File: src/rtl/vreg_pkg.sv
package vreg_pkg;

    localparam int          HALF_W      = 16;
    localparam int          WORD_W      = 32;
    localparam logic [15:0] IRQ_EN_MASK = 16'hE01F;
    localparam logic [15:0] VERSION_ID  = 16'd2;
    localparam logic [7:0]  COL_RESET   = 8'hFA;

    typedef enum logic [1:0] {
        SZ_BYTE = 2'd0,
        SZ_HALF = 2'd1,
        SZ_WORD = 2'd2,
        SZ_RSVD = 2'd3
    } acc_size_e;

    typedef enum logic [1:0] {
        S_IDLE = 2'd0,
        S_LO   = 2'd1,
        S_HI   = 2'd2,
        S_DONE = 2'd3
    } seq_state_e;

    // halfword indices of the fixed registers
    localparam int HX_PEND  = 0;
    localparam int HX_MASK  = 1;
    localparam int HX_CLR   = 2;
    localparam int HX_VER   = 3;
    localparam int HX_DSTAT = 4;
    localparam int HX_DCTRL = 5;
    localparam int HX_LUM0  = 6;
    localparam int HX_FCYC  = 10;
    localparam int HX_COL   = 11;
    localparam int HX_XSTAT = 12;
    localparam int HX_XCTRL = 13;
    localparam int HX_SCAN0 = 14;

    // palette storage: entries 3..1 live in value bits 7:2
    function automatic logic [5:0] pal_pack(input logic [15:0] v);
        return v[7:2];
    endfunction

    function automatic logic [15:0] pal_unpack(input logic [5:0] q);
        return {8'h00, q, 2'b00};
    endfunction

endpackage

File: src/rtl/vreg_bus_seq.sv
module vreg_bus_seq
    import vreg_pkg::*;
#(
    parameter int ADDR_W = 7
) (
    input  logic                clk,
    input  logic                rst_n,
    input  logic                req,
    input  logic                we,
    input  logic [1:0]          size,
    input  logic [ADDR_W-1:0]   addr,
    input  logic [WORD_W-1:0]   wdata,
    output logic                ack,
    output logic [WORD_W-1:0]   rdata,
    output logic                acc_en,
    output logic                acc_we,
    output logic [ADDR_W-2:0]   acc_hidx,
    output logic [HALF_W-1:0]   acc_wval,
    input  logic [HALF_W-1:0]   acc_rval,
    output seq_state_e          state_o
);

    localparam int HIDX_W = ADDR_W - 1;

    seq_state_e           state_q, state_d;
    logic                 we_q;
    acc_size_e            size_q;
    logic [ADDR_W-1:0]    addr_q;
    logic [WORD_W-1:0]    wdata_q;
    logic [HALF_W-1:0]    lo_q, hi_q;

    // state register
    always_ff @(posedge clk or negedge rst_n) begin
        if (!rst_n) state_q <= S_IDLE;
        else        state_q <= state_d;
    end

    // transitions
    always_comb begin
        state_d = state_q;
        unique case (state_q)
            S_IDLE: if (req) state_d = S_LO;
            S_LO:   state_d = (size_q == SZ_WORD) ? S_HI : S_DONE;
            S_HI:   state_d = S_DONE;
            S_DONE: state_d = S_IDLE;
        endcase
    end

    // request capture and read latches
    always_ff @(posedge clk or negedge rst_n) begin
        if (!rst_n) begin
            we_q    <= 1'b0;
            size_q  <= SZ_HALF;
            addr_q  <= '0;
            wdata_q <= '0;
            lo_q    <= '0;
            hi_q    <= '0;
        end else begin
            if (state_q == S_IDLE && req) begin
                we_q    <= we;
                size_q  <= acc_size_e'(size);
                addr_q  <= addr;
                wdata_q <= wdata;
            end
            if (state_q == S_LO) lo_q <= acc_rval;
            if (state_q == S_HI) hi_q <= acc_rval;
        end
    end

    // outputs
    always_comb begin
        acc_en   = (state_q == S_LO) || (state_q == S_HI);
        acc_we   = we_q;
        acc_hidx = addr_q[ADDR_W-1:1];
        acc_wval = wdata_q[15:0];
        if (state_q == S_HI) begin
            acc_hidx = addr_q[ADDR_W-1:1] + HIDX_W'(1);
            acc_wval = wdata_q[31:16];
        end else if (size_q == SZ_BYTE) begin
            acc_wval = addr_q[0] ? {wdata_q[7:0], 8'h00} : {8'h00, wdata_q[7:0]};
        end
        ack   = (state_q == S_DONE);
        rdata = '0;
        if (state_q == S_DONE) begin
            unique case (size_q)
                SZ_WORD: rdata = {hi_q, lo_q};
                SZ_BYTE: rdata = {24'h0, addr_q[0] ? lo_q[15:8] : lo_q[7:0]};
                default: rdata = {16'h0, lo_q};
            endcase
        end
        state_o = state_q;
    end

endmodule

File: src/rtl/vreg_irq.sv
module vreg_irq
    import vreg_pkg::*;
(
    input  logic              clk,
    input  logic              rst_n,
    input  logic [HALF_W-1:0] ev_req,
    input  logic              mask_we,
    input  logic              clr_we,
    input  logic [HALF_W-1:0] wval,
    output logic [HALF_W-1:0] mask_q,
    output logic [HALF_W-1:0] pend_q,
    output logic              irq
);

    logic [HALF_W-1:0] set_v, clr_v, pend_d;
    logic              irq_d;

    always_comb begin
        set_v  = ev_req & mask_q;
        clr_v  = clr_we ? wval : '0;
        pend_d = (pend_q & ~clr_v) | set_v;   // set wins over clear
        irq_d  = irq;
        if (set_v != '0)                          irq_d = 1'b1;
        else if (clr_we && pend_d == '0)          irq_d = 1'b0;
    end

    always_ff @(posedge clk or negedge rst_n) begin
        if (!rst_n) begin
            mask_q <= '0;
            pend_q <= '0;
            irq    <= 1'b0;
        end else begin
            if (mask_we) mask_q <= wval & IRQ_EN_MASK;
            pend_q <= pend_d;
            irq    <= irq_d;
        end
    end

endmodule

File: src/rtl/vreg_regs.sv
module vreg_regs
    import vreg_pkg::*;
#(
    parameter int ADDR_W   = 7,
    parameter int NUM_LUM  = 4,
    parameter int NUM_SCAN = 4,
    parameter int SCAN_W   = 10,
    parameter int NUM_PAL  = 8,
    parameter int FCYC_W   = 4,
    parameter int BACK_W   = 2,
    parameter int CMP_W    = 5
) (
    input  logic              clk,
    input  logic              rst_n,
    input  logic              acc_en,
    input  logic              acc_we,
    input  logic [ADDR_W-2:0] acc_hidx,
    input  logic [HALF_W-1:0] acc_wval,
    output logic [HALF_W-1:0] acc_rval,
    input  logic [HALF_W-1:0] irq_mask,
    input  logic [HALF_W-1:0] irq_pend,
    output logic              mask_we,
    output logic              clr_we,
    input  logic              frame_clk,
    input  logic              scan_ready,
    input  logic [3:0]        buf_busy,
    output logic [3:0]        disp_ctl,
    output logic              draw_on,
    output logic [CMP_W-1:0]  line_cmp,
    output logic [FCYC_W-1:0] frame_cyc,
    output logic [7:0]        col_left,
    output logic [7:0]        col_right,
    output logic [BACK_W-1:0] back_color
);

    localparam int HIDX_W   = ADDR_W - 1;
    localparam int HX_PAL0  = HX_SCAN0 + NUM_SCAN;
    localparam int HX_BACK  = HX_PAL0 + NUM_PAL;

    logic wr;
    assign wr      = acc_en && acc_we;
    assign mask_we = wr && (acc_hidx == HIDX_W'(HX_MASK));
    assign clr_we  = wr && (acc_hidx == HIDX_W'(HX_CLR));

    // display control {lock, sync, refresh, on}
    always_ff @(posedge clk or negedge rst_n) begin
        if (!rst_n)                                    disp_ctl <= '0;
        else if (wr && acc_hidx == HIDX_W'(HX_DCTRL))  disp_ctl <= {acc_wval[10:8], acc_wval[1]};
    end

    // drawing control
    always_ff @(posedge clk or negedge rst_n) begin
        if (!rst_n) begin
            draw_on  <= 1'b0;
            line_cmp <= '0;
        end else if (wr && acc_hidx == HIDX_W'(HX_XCTRL)) begin
            draw_on  <= acc_wval[1];
            line_cmp <= acc_wval[8 +: CMP_W];
        end
    end

    // frame count, column pointers, background colour
    always_ff @(posedge clk or negedge rst_n) begin
        if (!rst_n) begin
            frame_cyc  <= '0;
            col_left   <= COL_RESET;
            col_right  <= COL_RESET;
            back_color <= '0;
        end else if (wr) begin
            if (acc_hidx == HIDX_W'(HX_FCYC)) frame_cyc <= acc_wval[FCYC_W-1:0];
            if (acc_hidx == HIDX_W'(HX_COL)) begin
                col_right <= acc_wval[15:8];
                col_left  <= acc_wval[7:0];
            end
            if (acc_hidx == HIDX_W'(HX_BACK)) back_color <= acc_wval[BACK_W-1:0];
        end
    end

    // brightness levels and idle length
    logic [HALF_W-1:0] lum_rd [NUM_LUM];
    for (genvar g = 0; g < NUM_LUM; g++) begin : g_lum
        logic [HALF_W-1:0] q;
        always_ff @(posedge clk or negedge rst_n) begin
            if (!rst_n)                                        q <= '0;
            else if (wr && acc_hidx == HIDX_W'(HX_LUM0 + g))   q <= acc_wval;
        end
        assign lum_rd[g] = q;
    end

    // line tables
    logic [HALF_W-1:0] scan_rd [NUM_SCAN];
    for (genvar g = 0; g < NUM_SCAN; g++) begin : g_scan
        logic [SCAN_W-1:0] q;
        always_ff @(posedge clk or negedge rst_n) begin
            if (!rst_n)                                        q <= '0;
            else if (wr && acc_hidx == HIDX_W'(HX_SCAN0 + g))  q <= acc_wval[SCAN_W-1:0];
        end
        assign scan_rd[g] = HALF_W'(q);
    end

    // palettes
    logic [HALF_W-1:0] pal_rd [NUM_PAL];
    for (genvar g = 0; g < NUM_PAL; g++) begin : g_pal
        logic [5:0] q;
        always_ff @(posedge clk or negedge rst_n) begin
            if (!rst_n)                                        q <= '0;
            else if (wr && acc_hidx == HIDX_W'(HX_PAL0 + g))   q <= pal_pack(acc_wval);
        end
        assign pal_rd[g] = pal_unpack(q);
    end

    // read selection
    always_comb begin
        acc_rval = '0;
        if      (acc_hidx == HIDX_W'(HX_PEND))  acc_rval = irq_pend;
        else if (acc_hidx == HIDX_W'(HX_MASK))  acc_rval = irq_mask;
        else if (acc_hidx == HIDX_W'(HX_VER))   acc_rval = VERSION_ID;
        else if (acc_hidx == HIDX_W'(HX_DSTAT))
            acc_rval = {5'b0, disp_ctl[3:1], frame_clk, scan_ready, buf_busy, disp_ctl[0], 1'b0};
        else if (acc_hidx == HIDX_W'(HX_FCYC))  acc_rval = HALF_W'(frame_cyc);
        else if (acc_hidx == HIDX_W'(HX_COL))   acc_rval = {col_right, col_left};
        else if (acc_hidx == HIDX_W'(HX_XSTAT)) acc_rval = {14'b0, draw_on, 1'b0};
        else if (acc_hidx == HIDX_W'(HX_BACK))  acc_rval = HALF_W'(back_color);
        for (int i = 0; i < NUM_LUM; i++)
            if (acc_hidx == HIDX_W'(HX_LUM0 + i)) acc_rval = lum_rd[i];
        for (int i = 0; i < NUM_SCAN; i++)
            if (acc_hidx == HIDX_W'(HX_SCAN0 + i)) acc_rval = scan_rd[i];
        for (int i = 0; i < NUM_PAL; i++)
            if (acc_hidx == HIDX_W'(HX_PAL0 + i)) acc_rval = pal_rd[i];
    end

endmodule

File: src/rtl/vreg_top.sv
module vreg_top
    import vreg_pkg::*;
#(
    parameter int ADDR_W   = 7,
    parameter int NUM_SCAN = 4,
    parameter int NUM_PAL  = 8
) (
    input  logic              clk,
    input  logic              rst_n,
    input  logic              bus_req,
    input  logic              bus_we,
    input  logic [1:0]        bus_size,
    input  logic [ADDR_W-1:0] bus_addr,
    input  logic [31:0]       bus_wdata,
    output logic              bus_ack,
    output logic [31:0]       bus_rdata,
    input  logic [15:0]       event_req,
    input  logic              frame_clk,
    input  logic              scan_ready,
    input  logic [3:0]        buf_busy,
    output logic              irq,
    output logic [3:0]        disp_ctl,
    output logic              draw_on,
    output logic [4:0]        line_cmp,
    output logic [3:0]        frame_cyc,
    output logic [7:0]        col_left,
    output logic [7:0]        col_right,
    output logic [1:0]        back_color
);

    logic              acc_en, acc_we, mask_we, clr_we;
    logic [ADDR_W-2:0] acc_hidx;
    logic [15:0]       acc_wval, acc_rval, mask_w, pend_w;
    seq_state_e        seq_state;

    vreg_bus_seq #(.ADDR_W(ADDR_W)) u_seq (
        .clk      (clk),
        .rst_n    (rst_n),
        .req      (bus_req),
        .we       (bus_we),
        .size     (bus_size),
        .addr     (bus_addr),
        .wdata    (bus_wdata),
        .ack      (bus_ack),
        .rdata    (bus_rdata),
        .acc_en   (acc_en),
        .acc_we   (acc_we),
        .acc_hidx (acc_hidx),
        .acc_wval (acc_wval),
        .acc_rval (acc_rval),
        .state_o  (seq_state)
    );

    vreg_regs #(
        .ADDR_W   (ADDR_W),
        .NUM_LUM  (4),
        .NUM_SCAN (NUM_SCAN),
        .SCAN_W   (10),
        .NUM_PAL  (NUM_PAL),
        .FCYC_W   (4),
        .BACK_W   (2),
        .CMP_W    (5)
    ) u_regs (
        .clk        (clk),
        .rst_n      (rst_n),
        .acc_en     (acc_en),
        .acc_we     (acc_we),
        .acc_hidx   (acc_hidx),
        .acc_wval   (acc_wval),
        .acc_rval   (acc_rval),
        .irq_mask   (mask_w),
        .irq_pend   (pend_w),
        .mask_we    (mask_we),
        .clr_we     (clr_we),
        .frame_clk  (frame_clk),
        .scan_ready (scan_ready),
        .buf_busy   (buf_busy),
        .disp_ctl   (disp_ctl),
        .draw_on    (draw_on),
        .line_cmp   (line_cmp),
        .frame_cyc  (frame_cyc),
        .col_left   (col_left),
        .col_right  (col_right),
        .back_color (back_color)
    );

    vreg_irq u_irq (
        .clk     (clk),
        .rst_n   (rst_n),
        .ev_req  (event_req),
        .mask_we (mask_we),
        .clr_we  (clr_we),
        .wval    (acc_wval),
        .mask_q  (mask_w),
        .pend_q  (pend_w),
        .irq     (irq)
    );

endmodule

File: config.mk
export PLATFORM = sky130hd
export DESIGN_NAME = vreg_top
export DESIGN_NICKNAME = d
export VERILOG_FILES = /design/src/rtl/vreg_pkg.sv /design/src/rtl/vreg_bus_seq.sv /design/src/rtl/vreg_irq.sv /design/src/rtl/vreg_regs.sv /design/src/rtl/vreg_top.sv
export SDC_FILE = /design/constraint.sdc
export NUM_CORES = 1
export LEC_CHECK = 0
export BUFFER_PORTS_ARGS = -buffer_cell sky130_fd_sc_hd__buf_4
export CAP_MARGIN = 20
export CORE_MARGIN = 5
export CORE_UTILIZATION = 50
export CTS_BUF_LIST = sky130_fd_sc_hd__clkbuf_8
export CTS_CLUSTER_SIZE = 14
export DETAILED_ROUTE_END_ITERATION = 10
export GPL_TIMING_DRIVEN = 1
export MAX_ROUTING_LAYER = met4
export PLACE_DENSITY = 0.67
export SLEW_MARGIN = 0
export SYNTH_ARGS = -nofsm -noshare
export SYNTH_HDL_FRONTEND = slang
export SYNTH_HIERARCHICAL = 1
export SYNTH_SLANG_ARGS = --single-unit
File: constraint.sdc
create_clock -name clk -period 4.8 [get_ports clk]
set_clock_uncertainty 0.05 [all_clocks]
set_input_delay 0.48 -clock clk [delete_from_list [all_inputs] [get_ports clk]]
set_output_delay 0.48 -clock clk [all_outputs]
set_load 0.05 [all_outputs]
# == Yosys cells after proc, flatten, opt, wreduce, memory -nomap -nowiden ==
# Cells that the tools add are included.
# totals
reg_bits,285
in_bits,67
word_cells,139
# classes
n_addsub,1
n_eq_ne,31
muxes,37
n_bitwise,4
reduce_logical,33
# op_table
cell,n
two-way mux 16 bit,27
"equality test 6 x 5 -> 1 bit, second input constant",11
case mux 32 bit (2 select lines),1
"equality test 6 x 4 -> 1 bit, second input constant",8
bitwise AND 16 bit,2
two-way mux 32 bit,1
"equality test 6 x 3 -> 1 bit, second input constant",4
logical AND 1 bit,23
logical NOT 16 bit,1
NOT 16 bit,1
bitwise OR 16 bit,1
nonzero test 16 bit,1
"equality test 6 x 2 -> 1 bit, second input constant",2
two-way mux 8 bit,1
case mux 2 bit (4 select lines),1
"adder 6 x 1 -> 6 bit, second input constant",1
"equality test 2 bit, second input constant",3
"equality test 6 x 1 -> 1 bit, second input constant",1
logical NOT 6 bit,1
two-way mux 6 bit,1
AND reduction 2 bit,3
logical NOT 2 bit,2
two-way mux 2 bit,2
two-way mux 1 bit,3
4 further kinds,4

# == Logic depth before layout (Yosys ltp) ==
# Gate-level depths: netlist (run 1).
# logic_depth
ltp_word,27
mapped_depth,17

# == By module ==
# Netlist (run 1), hierarchy kept.
# modules_own_cells
mod,instances,cells_each,area_per_inst_um2,seq_area_each_um2
vreg_regs,1,751,9128.8,4619.4
vreg_bus_seq,1,305,3592.2,1903.1
vreg_irq,1,94,1084.8,625.6

# == Worst setup path before layout (run 1) ==
# No wires, ideal clock.
# synth_timing
kind,register to register
start,register u_seq.state_q[0] (netlist: u_seq/state_o[0])
end,register u_seq.hi_q[3]
setup_ps,125
arrival_time_ps,3056
setup_slack_ps,1569
path_stages_with_launch,16
n_path_buf,4
period_less_slack_ps,3231
cell_sequence,dfrtp_1 inv_1 ha_1 buf_2 buf_2 nand4_1 xnor2_1 or4b_1 buf_2 or2_1 buf_4 o221ai_2 o2111ai_1 a21oi_1 o21ai_1 mux2_2
# synth_via
elab_chain_len,25
word_cells_on_any_way,46
cone_classes,eq/ne (22); mux (23); reduce/logical (1)
# synth_lines
item,line_no,source
start: declaration,vreg_bus_seq.sv:25,"seq_state_e state_q, state_d;"
start signal: assignment,vreg_bus_seq.sv:35,else state_q <= state_d;
equality test 2 bit *,vreg_bus_seq.sv:76,if (state_q == S_HI) begin
two-way mux 6 bit *,vreg_bus_seq.sv:76,
named net acc_hidx[4],vreg_top.sv:32,logic [ADDR_W-2:0] acc_hidx;
equality test 6 x 4 -> 1 bit,vreg_regs.sv:121,"else if (acc_hidx == HIDX_W'(HX_COL)) acc_rval = {col_right, col_left};"
two-way mux 16 bit,vreg_regs.sv:121,
two-way mux 16 bit,vreg_regs.sv:120,else if (acc_hidx == HIDX_W'(HX_FCYC)) acc_rval = HALF_W'(frame_cyc);
two-way mux 16 bit,vreg_regs.sv:118,else if (acc_hidx == HIDX_W'(HX_DSTAT))
two-way mux 16 bit,vreg_regs.sv:117,else if (acc_hidx == HIDX_W'(HX_VER)) acc_rval = VERSION_ID;
two-way mux 16 bit,vreg_regs.sv:116,else if (acc_hidx == HIDX_W'(HX_MASK)) acc_rval = irq_mask;
two-way mux 16 bit,vreg_regs.sv:115,if (acc_hidx == HIDX_W'(HX_PEND)) acc_rval = irq_pend;
two-way mux 16 bit (4 in series),vreg_regs.sv:125,if (acc_hidx == HIDX_W'(HX_LUM0 + i)) acc_rval = lum_rd[i];
two-way mux 16 bit (4 in series),vreg_regs.sv:127,if (acc_hidx == HIDX_W'(HX_SCAN0 + i)) acc_rval = scan_rd[i];
two-way mux 16 bit (7 in series),vreg_regs.sv:129,if (acc_hidx == HIDX_W'(HX_PAL0 + i)) acc_rval = pal_rd[i];
two-way mux 16 bit *,vreg_regs.sv:129,
named net acc_rval[3],vreg_top.sv:33,"logic [15:0] acc_wval, acc_rval, mask_w, pend_w;"
end signal: assignment,vreg_bus_seq.sv:66,if (state_q == S_HI) hi_q <= acc_rval;
end: declaration,vreg_bus_seq.sv:30,"logic [HALF_W-1:0] lo_q, hi_q;"
# The timed path passes the listed nets; every way through them passes the cells marked *.
# A chain may end at the register's enable or synchronous reset.

# == Worst setup path after layout (run 1) ==
# layout_timing
start,register u_seq.state_q[0] (netlist: u_seq/state_o[0])
end,register u_regs.col_right[0]
# layout_via
elab_chain_len,4
word_cells_on_any_way,8
cone_classes,eq/ne (3); mux (2); reduce/logical (3)
# layout_lines
item,line_no,source
equality test 2 bit,vreg_bus_seq.sv:76,
two-way mux 6 bit,vreg_bus_seq.sv:76,
named net acc_hidx[3],vreg_top.sv:32,
equality test 6 x 4 -> 1 bit,vreg_regs.sv:71,if (acc_hidx == HIDX_W'(HX_COL)) begin
AND reduction 2 bit (no source line),--,
end signal: assignment,vreg_regs.sv:72,col_right <= acc_wval[15:8];
end: declaration,vreg_regs.sv:32,"output logic [7:0] col_right,"
# The timed path passes the listed nets, and every way through them passes these cells.

==> results.cfg, run 1 <==
[power_and_ir_drop]
swShare_pct = 43.3
power_frac_comb_pct = 45.3
power.density_nw_per_um2 = 677
ir_drop_uv = 419
p_clk_share_pct = 20.0
fin_total_pwr_mw = 11.0
p_leak_nw = 7.71
switching_power_mw = 4.74
intPower_mw = 6.21
p_seq_share_pct = 34.6

[clock_tree]
postCtsSetupRepairBufs = 0
clk_latency_ns = 0.58
clock_sinks = 285
cts.path.max_buffers = 3
ctsResizeCount = 0
htree_levels = 2
root_buffer = clkbuf_8
cts_tree = done
clk_pin_slew_worst_paths_ns = 0.06
ctsHoldBuffers = 1
cts_inserted_buffers = 48

[logic_synthesis]
synth-seq-cells = 285
yosysWarnings = 6
avgSynthCellArea_um2 = 12.0
synth_cells = 1150
synth_area_um2 = 13800
seq_area_frac_synth_pct = 51.8
synthFlopType = dfrtp_1
netlist-cell-type-count = 79
async_flop_share_pct = 100
synth_edf_count = 0

[grt]
overflow = 0
grt_pass1_wl_um = 61300
grt_max_degree = 109
first_global_vias = 10400
grt_usage_pct = 26.2
grt_antenna_before_repair = 0

[sta]
finalMaxSlewViolations = 0
clock.fmax_mhz = 242
setup_viol = 0
hold_violations = 0
tightest_slew_ns = 0.978
finalCritPeriodShare_pct = 86.0
relSlewSlack_pct = 34.7
rsz0062_at_grt = false
tns_ns = 0
period_minus_slack_ns = 4.13

[floorplan]
pin_count = 133
die_w_um = 176
rows = 60
core_um2 = 27100
die_area_um2 = 31000
fp.dieH_um = 176
initial_core_util_pct = 50.9

[worst_setup_path]
r2r_setup_slack_ns = 0.67
r2r_end = u_regs/col_right[0]
r2r_start = u_seq/state_o[0]
r2r_cells = 9
crit_type = reg -> reg
start_kind = flip-flop
crit_arrival_ns = 4.53
critPathCaptureType = flip-flop
path_max_fanout = 16
worstPathRequired_ns = 5.21

[final_layout]
layout_common_cells = dfrtp_1, mux2_2, buf_4
final_util_pct = 59.7
layout_commonest_cell = dfrtp_1
drive_gt1_share_pct = 39.7
finalInstanceArea_um2 = 16200
num_antenna_cells = 0
nets = 1369
area_delta_synth_final_pct = 17.1

[detailed_routing]
antenna_left = 0
firstDrtPassIters = 6
via_per_inst = 5.99
drc = 0
initialDrtViolationCount = 923
vias = 10200
wl_per_cell_um = 23.3
wl_um = 39700

[job]
drv_cap = 0

[placement]
io_buffers = 124
gp_congestion = 0.929
dp_hpwl_um = 27000
place_area_um2 = 15200

[min_path]
hold_class = in -> reg
holdPathStages = 2
worstHoldStart = bus_wdata[26]
min_to = u_seq/wdata_q[26]

[run_status]
status = complete, no violations
[power groups by stage]
| stage | Clock, mW | Sequential, mW | Combinational (mW) |
|---|---|---|---|
| floorplan | 0 | 3.97 | 2.97 |
| global placement | 0 | 3.79 | 4.82 |
| detailed placement | 0 | 3.82 | 4.89 |
| CTS | 2.24 | 3.79 | 4.90 |
| global route | 2.35 | 3.89 | 5.25 |
| finish | 2.19 | 3.80 | 4.97 |
[through the flow]
| stage | std cells | worst slack, ns | hold WS (ns) |
|---|---|---|---|
| after floorplan | 1157 | 1.57 | 0.134 |
| after global placement | 1616 | 0.779 | 0.419 |
| after detailed placement | 1616 | 0.752 | 0.426 |
| after CTS | 1707 | 0.745 | 0.0404 |
| after global routing | 1708 | 0.450 | 0.0507 |
| final | 1708 | 0.674 | 0.0764 |
[kinds of logic after synthesis]
family / Yosys count / synth area share (%)
compound gates: 216 / 11.0
xor+xnor: 5 / 0.317
fa+ha+maj: 6 / 0.544
buf+inv: 97 / 3.50
flops: 285 / 51.8
mux: 272 / 22.4
other cells: 1 / 0.0272
simple gates: 268 / 10.4
[registers in the layout, summed over array words and instances (netlist names)]
signal / flops
u_regs/g_lum.q: 64
u_regs/g_pal.q: 48
u_regs/g_scan.q: 40
u_seq/wdata_q: 32
u_irq/pend_q: 16
u_seq/hi_q: 16
u_seq/lo_q: 16
u_irq/mask_q: 8
u_regs/col_left: 8
u_regs/col_right: 8
u_seq/addr_q: 7
u_regs/line_cmp: 5
u_regs/disp_ctl: 4
u_regs/frame_cyc: 4
u_regs/back_color: 2
u_seq/size_q: 2
u_seq/state_o: 2
u_irq/irq: 1
u_regs/draw_on: 1
u_seq/acc_we: 1
[worst max path at each step]
stage,start,endpoint,slack (ns),cells past startpoint
after floorplan,u_seq/state_o[0],u_seq/hi_q[3],1.57,15
after global placement,u_seq/state_o[0],u_regs/col_right[0],0.78,9
after detailed placement,u_seq/state_o[0],u_regs/col_right[0],0.75,9
after CTS,u_seq/state_o[0],u_regs/col_left[2],0.75,9
after global routing,u_seq/state_o[0],u_regs/col_left[0],0.45,9
final,u_seq/state_o[0],u_regs/col_right[0],0.67,9
[layer usage]
layer,part of all wire [%],GRT usage (%),up-vias
met5,0,-,-
met4,2.7,8.02,0
met3,6.4,4.41,69
met2,49,41.8,386
met1,42,34.6,5270
li1,-,-,4502
[cell usage after synthesis (all sizes together), types with 9 or more instances]
master	count	area, um2
dfrtp	272	6810
nor3	21	164
clkbuf	31	118
nand2	106	405
o211ai	15	128
a21oi	35	175
o21ai	49	245
nand3	18	95.1
dfstp	13	342
a222oi	14	140
buf	48	298
inv	17	63.8
nor2	45	213
a22oi	34	255
a221oi	9	78.8
mux2	268	3060
nor2b	10	62.6
and2	27	169
[critical path, cell delays in order, from the launching register on]
cell,delay [ns]
dfrtp_1,0.41
inv_1,0.13
ha_2,0.27
nand4_1,0.19
xnor2_2,0.62
buf_4,0.27
nor2b_1,0.27
and2_0,0.53
nand2_1,0.74
mux2_2,0.51
[layout make-up]
type	instances	area, um2
Fill cell	2273	10900
Clock buffer	58	798
Clock inverter	32	191
Tap cell	372	465
Sequential cell	285	7150
Inverter	18	67.6
Timing Repair Buffer	168	1270
Multi-Input combinational cell	775	6230
No activity file was read; power rests on OpenSTA's default activity.
==> run 2: changes to the inputs <==
- SYNTH_HIERARCHICAL: 1 -> default
==> run 2 against run 1 <==
  * Flip-flop and latch count stayed put
  * The run now ends with negative hold slack left
  * Maximum frequency rose by 2.6%
  * Clock power shrank 3%
  * Power up 3.8%
  * Register-to-register slack gained 0.10 ns
  * Synthesized cell count increased by 21%
==> results.cfg, run 2 <==
[logic_synthesis]
avgSynthCellArea_um2 = 9.52
synth_area_um2 = 13300
synth-seq-cells = 285
synth_fp_nets = 1469
seq_area_frac_synth_pct = 53.8
netlist.area_leader.share_pct = 51.2
synth_commonest_cells = dfrtp_1, nor2_1, a21oi_1
synth_cells = 1396
synth_edf_count = 0
yosysWarnings = 0
synthFlopType = dfrtp_1
synth_top_area_cell = dfrtp_1
netlist-cell-type-count = 77
async_flop_share_pct = 100
synth_area_leaders = dfrtp_1, a21oi_1, nor2_1
synth_most_common_cell = dfrtp_1

[sta]
hold_violations = 4
tns_ns = 0
clock.fmax_mhz = 249
rsz0062_at_grt = false
finalMaxSlewViolations = 0
tightest_slew_ns = 1.15
period_minus_slack_ns = 4.02
whs_ns = -0.0211
relSlewSlack_pct = 23.2
finalCritPeriodShare_pct = 83.8
fin_ws_ns = 0.778
setup_viol = 0

[worst_setup_path]
worstPathRequired_ns = 5.26
r2r_start = u_seq.addr_q[2]
r2r_end = u_seq.hi_q[3]
crit_end = u_seq.hi_q[3]
r2r_cells = 9
critPathCaptureType = flip-flop
start_kind = flip-flop
crit_arrival_ns = 4.48
crit_type = reg -> reg
startpoint = u_seq.addr_q[2]
r2r_setup_slack_ns = 0.78
path_max_fanout = 17

[placement]
dp_hpwl_um = 30800
pre_cts_slack_ns = 0.919
io_buffers = 124
gp_congestion = 0.980
place_area_um2 = 14800
placedCellCount = 1829

[grt]
first_global_vias = 11600
grt_antenna_before_repair = 0
grt_pass1_wl_um = 68200
grt_max_degree = 143
grt_usage_pct = 29.6
overflow = 0

[power_and_ir_drop]
p_leak_nw = 7.15
ir_drop_uv = 472
power.density_nw_per_um2 = 721

[floorplan]
die_area_um2 = 30000
rows = 59
core_um2 = 26100
fp.dieH_um = 173
pin_count = 133
die_w_um = 173
initial_core_util_pct = 50.9

[detailed_routing]
firstDrtPassIters = 7
drc = 0
vias = 11700
wl_per_cell_um = 22.8
via_per_inst = 6.09
antenna_left = 0
wl_um = 43600
initialDrtViolationCount = 1202

[clock_tree]
cts.path.max_buffers = 3
ctsResizeCount = 0
cts_inserted_buffers = 48
postCtsSetupRepairBufs = 0
htree_levels = 2
clk_latency_ns = 0.56
clock_sinks = 285
root_buffer = clkbuf_8
ctsHoldBuffers = 0
cts_tree = done
clk_pin_slew_worst_paths_ns = 0.06

[final_layout]
nets = 1618
finalInstanceArea_um2 = 15800
stdcell_count = 1916
layout_commonest_cell = dfrtp_1
drive_gt1_share_pct = 21.8
layout_common_cells = dfrtp_1, nor2_1, a21oi_1
regMostFlops = u_regs.g_lum.q
area_delta_synth_final_pct = 18.6
num_antenna_cells = 0
largest_reg_flops = 64
reg_top3 = u_regs.g_lum.q x64, u_regs.g_pal.q x48, u_regs.g_scan.q x40

[min_path]
hold_class = in -> async

[run_status]
violations = negative hold slack
status = finished, violations left

[job]
drv_cap = 0
run 2: changes by cell type after synthesis, moves of 12 or more:
cell      delta
mux2_2     -189
nor2_1     +218
and3_1      +12
a21oi_1    +175
o21ai_0     +14
clkbuf_1    +42
buf_2       -18
mux2_1      -18
o21a_1      +12
nand2_1     +14
run 2: how the worst min path moves through the flow:
stage                         start              endpoint  slack, ns  cells after the start
3_3_place_gp   u_regs.g_lum[2].q[4]  u_regs.g_lum[2].q[4]       0.41                      2
3_5_place_dp   u_regs.g_lum[2].q[0]  u_regs.g_lum[2].q[0]       0.42                      2
4_1_cts               bus_wdata[25]     u_seq.wdata_q[25]       0.07                      2
2_1_floorplan                 rst_n             u_irq.irq       0.13                      0
6_report                      rst_n  u_regs.g_pal[7].q[3]      -0.02                      1
5_1_grt                bus_wdata[6]      u_seq.wdata_q[6]       0.06                      2
run 2: critical path: stages (launching register included):
cell and delay (ns):
dfrtp_1 0.63, ha_1 0.38, nand4_2 0.21, xor2_2 0.43, nand4_2 0.33, nor2_2 0.72
a221oi_1 0.21, a31o_1 0.29, a211oi_1 0.47, mux2_2 0.25
run 2: logic make-up after synthesis:
group / synth area share (%)
AOI/OAI and AO/OA: 19.9
xor gates and xnor gates: 0.376
adders and majority gates: 0.565
buffers and inverters: 2.89
DFF: 53.8
muxes: 4.77
and+or+nand+nor: 17.8
run 2: per-layer routing:
| metal | part of all wire [%] | track usage (%) | wire length, um |
|---|---|---|---|
| met3 | 9.2 | 6.94 | 4020 |
| met5 | 0 | - | 0 |
| met2 | 45 | 44.8 | 19800 |
| met4 | 2.7 | 8.01 | 1170 |
| met1 | 43 | 40.6 | 18600 |
run 2: cell type report:
cell class,instances,area (um2)
clock buffer,61,840
clock inverter,25,111
fill,2262,10400
inverter,7,26.3
multi-input combinational,1014,5790
sequential,285,7150
tap,335,419
timing repair buffer,189,1440
run 2: stage by stage:
stage / utilization, % / total power, mW
2_1_floorplan: - / 7.13
3_3_place_gp: 56.7 / 9.04
3_5_place_dp: 56.7 / 9.16
4_1_cts: 60.3 / 11.3
5_1_grt: 60.4 / 12.0
6_report: 60.4 / 11.4
run 2: report_power, final:
group	internal, mW	switching (mW)
clock	1.14	0.986
combinational	1.70	3.55
sequential	3.34	0.651
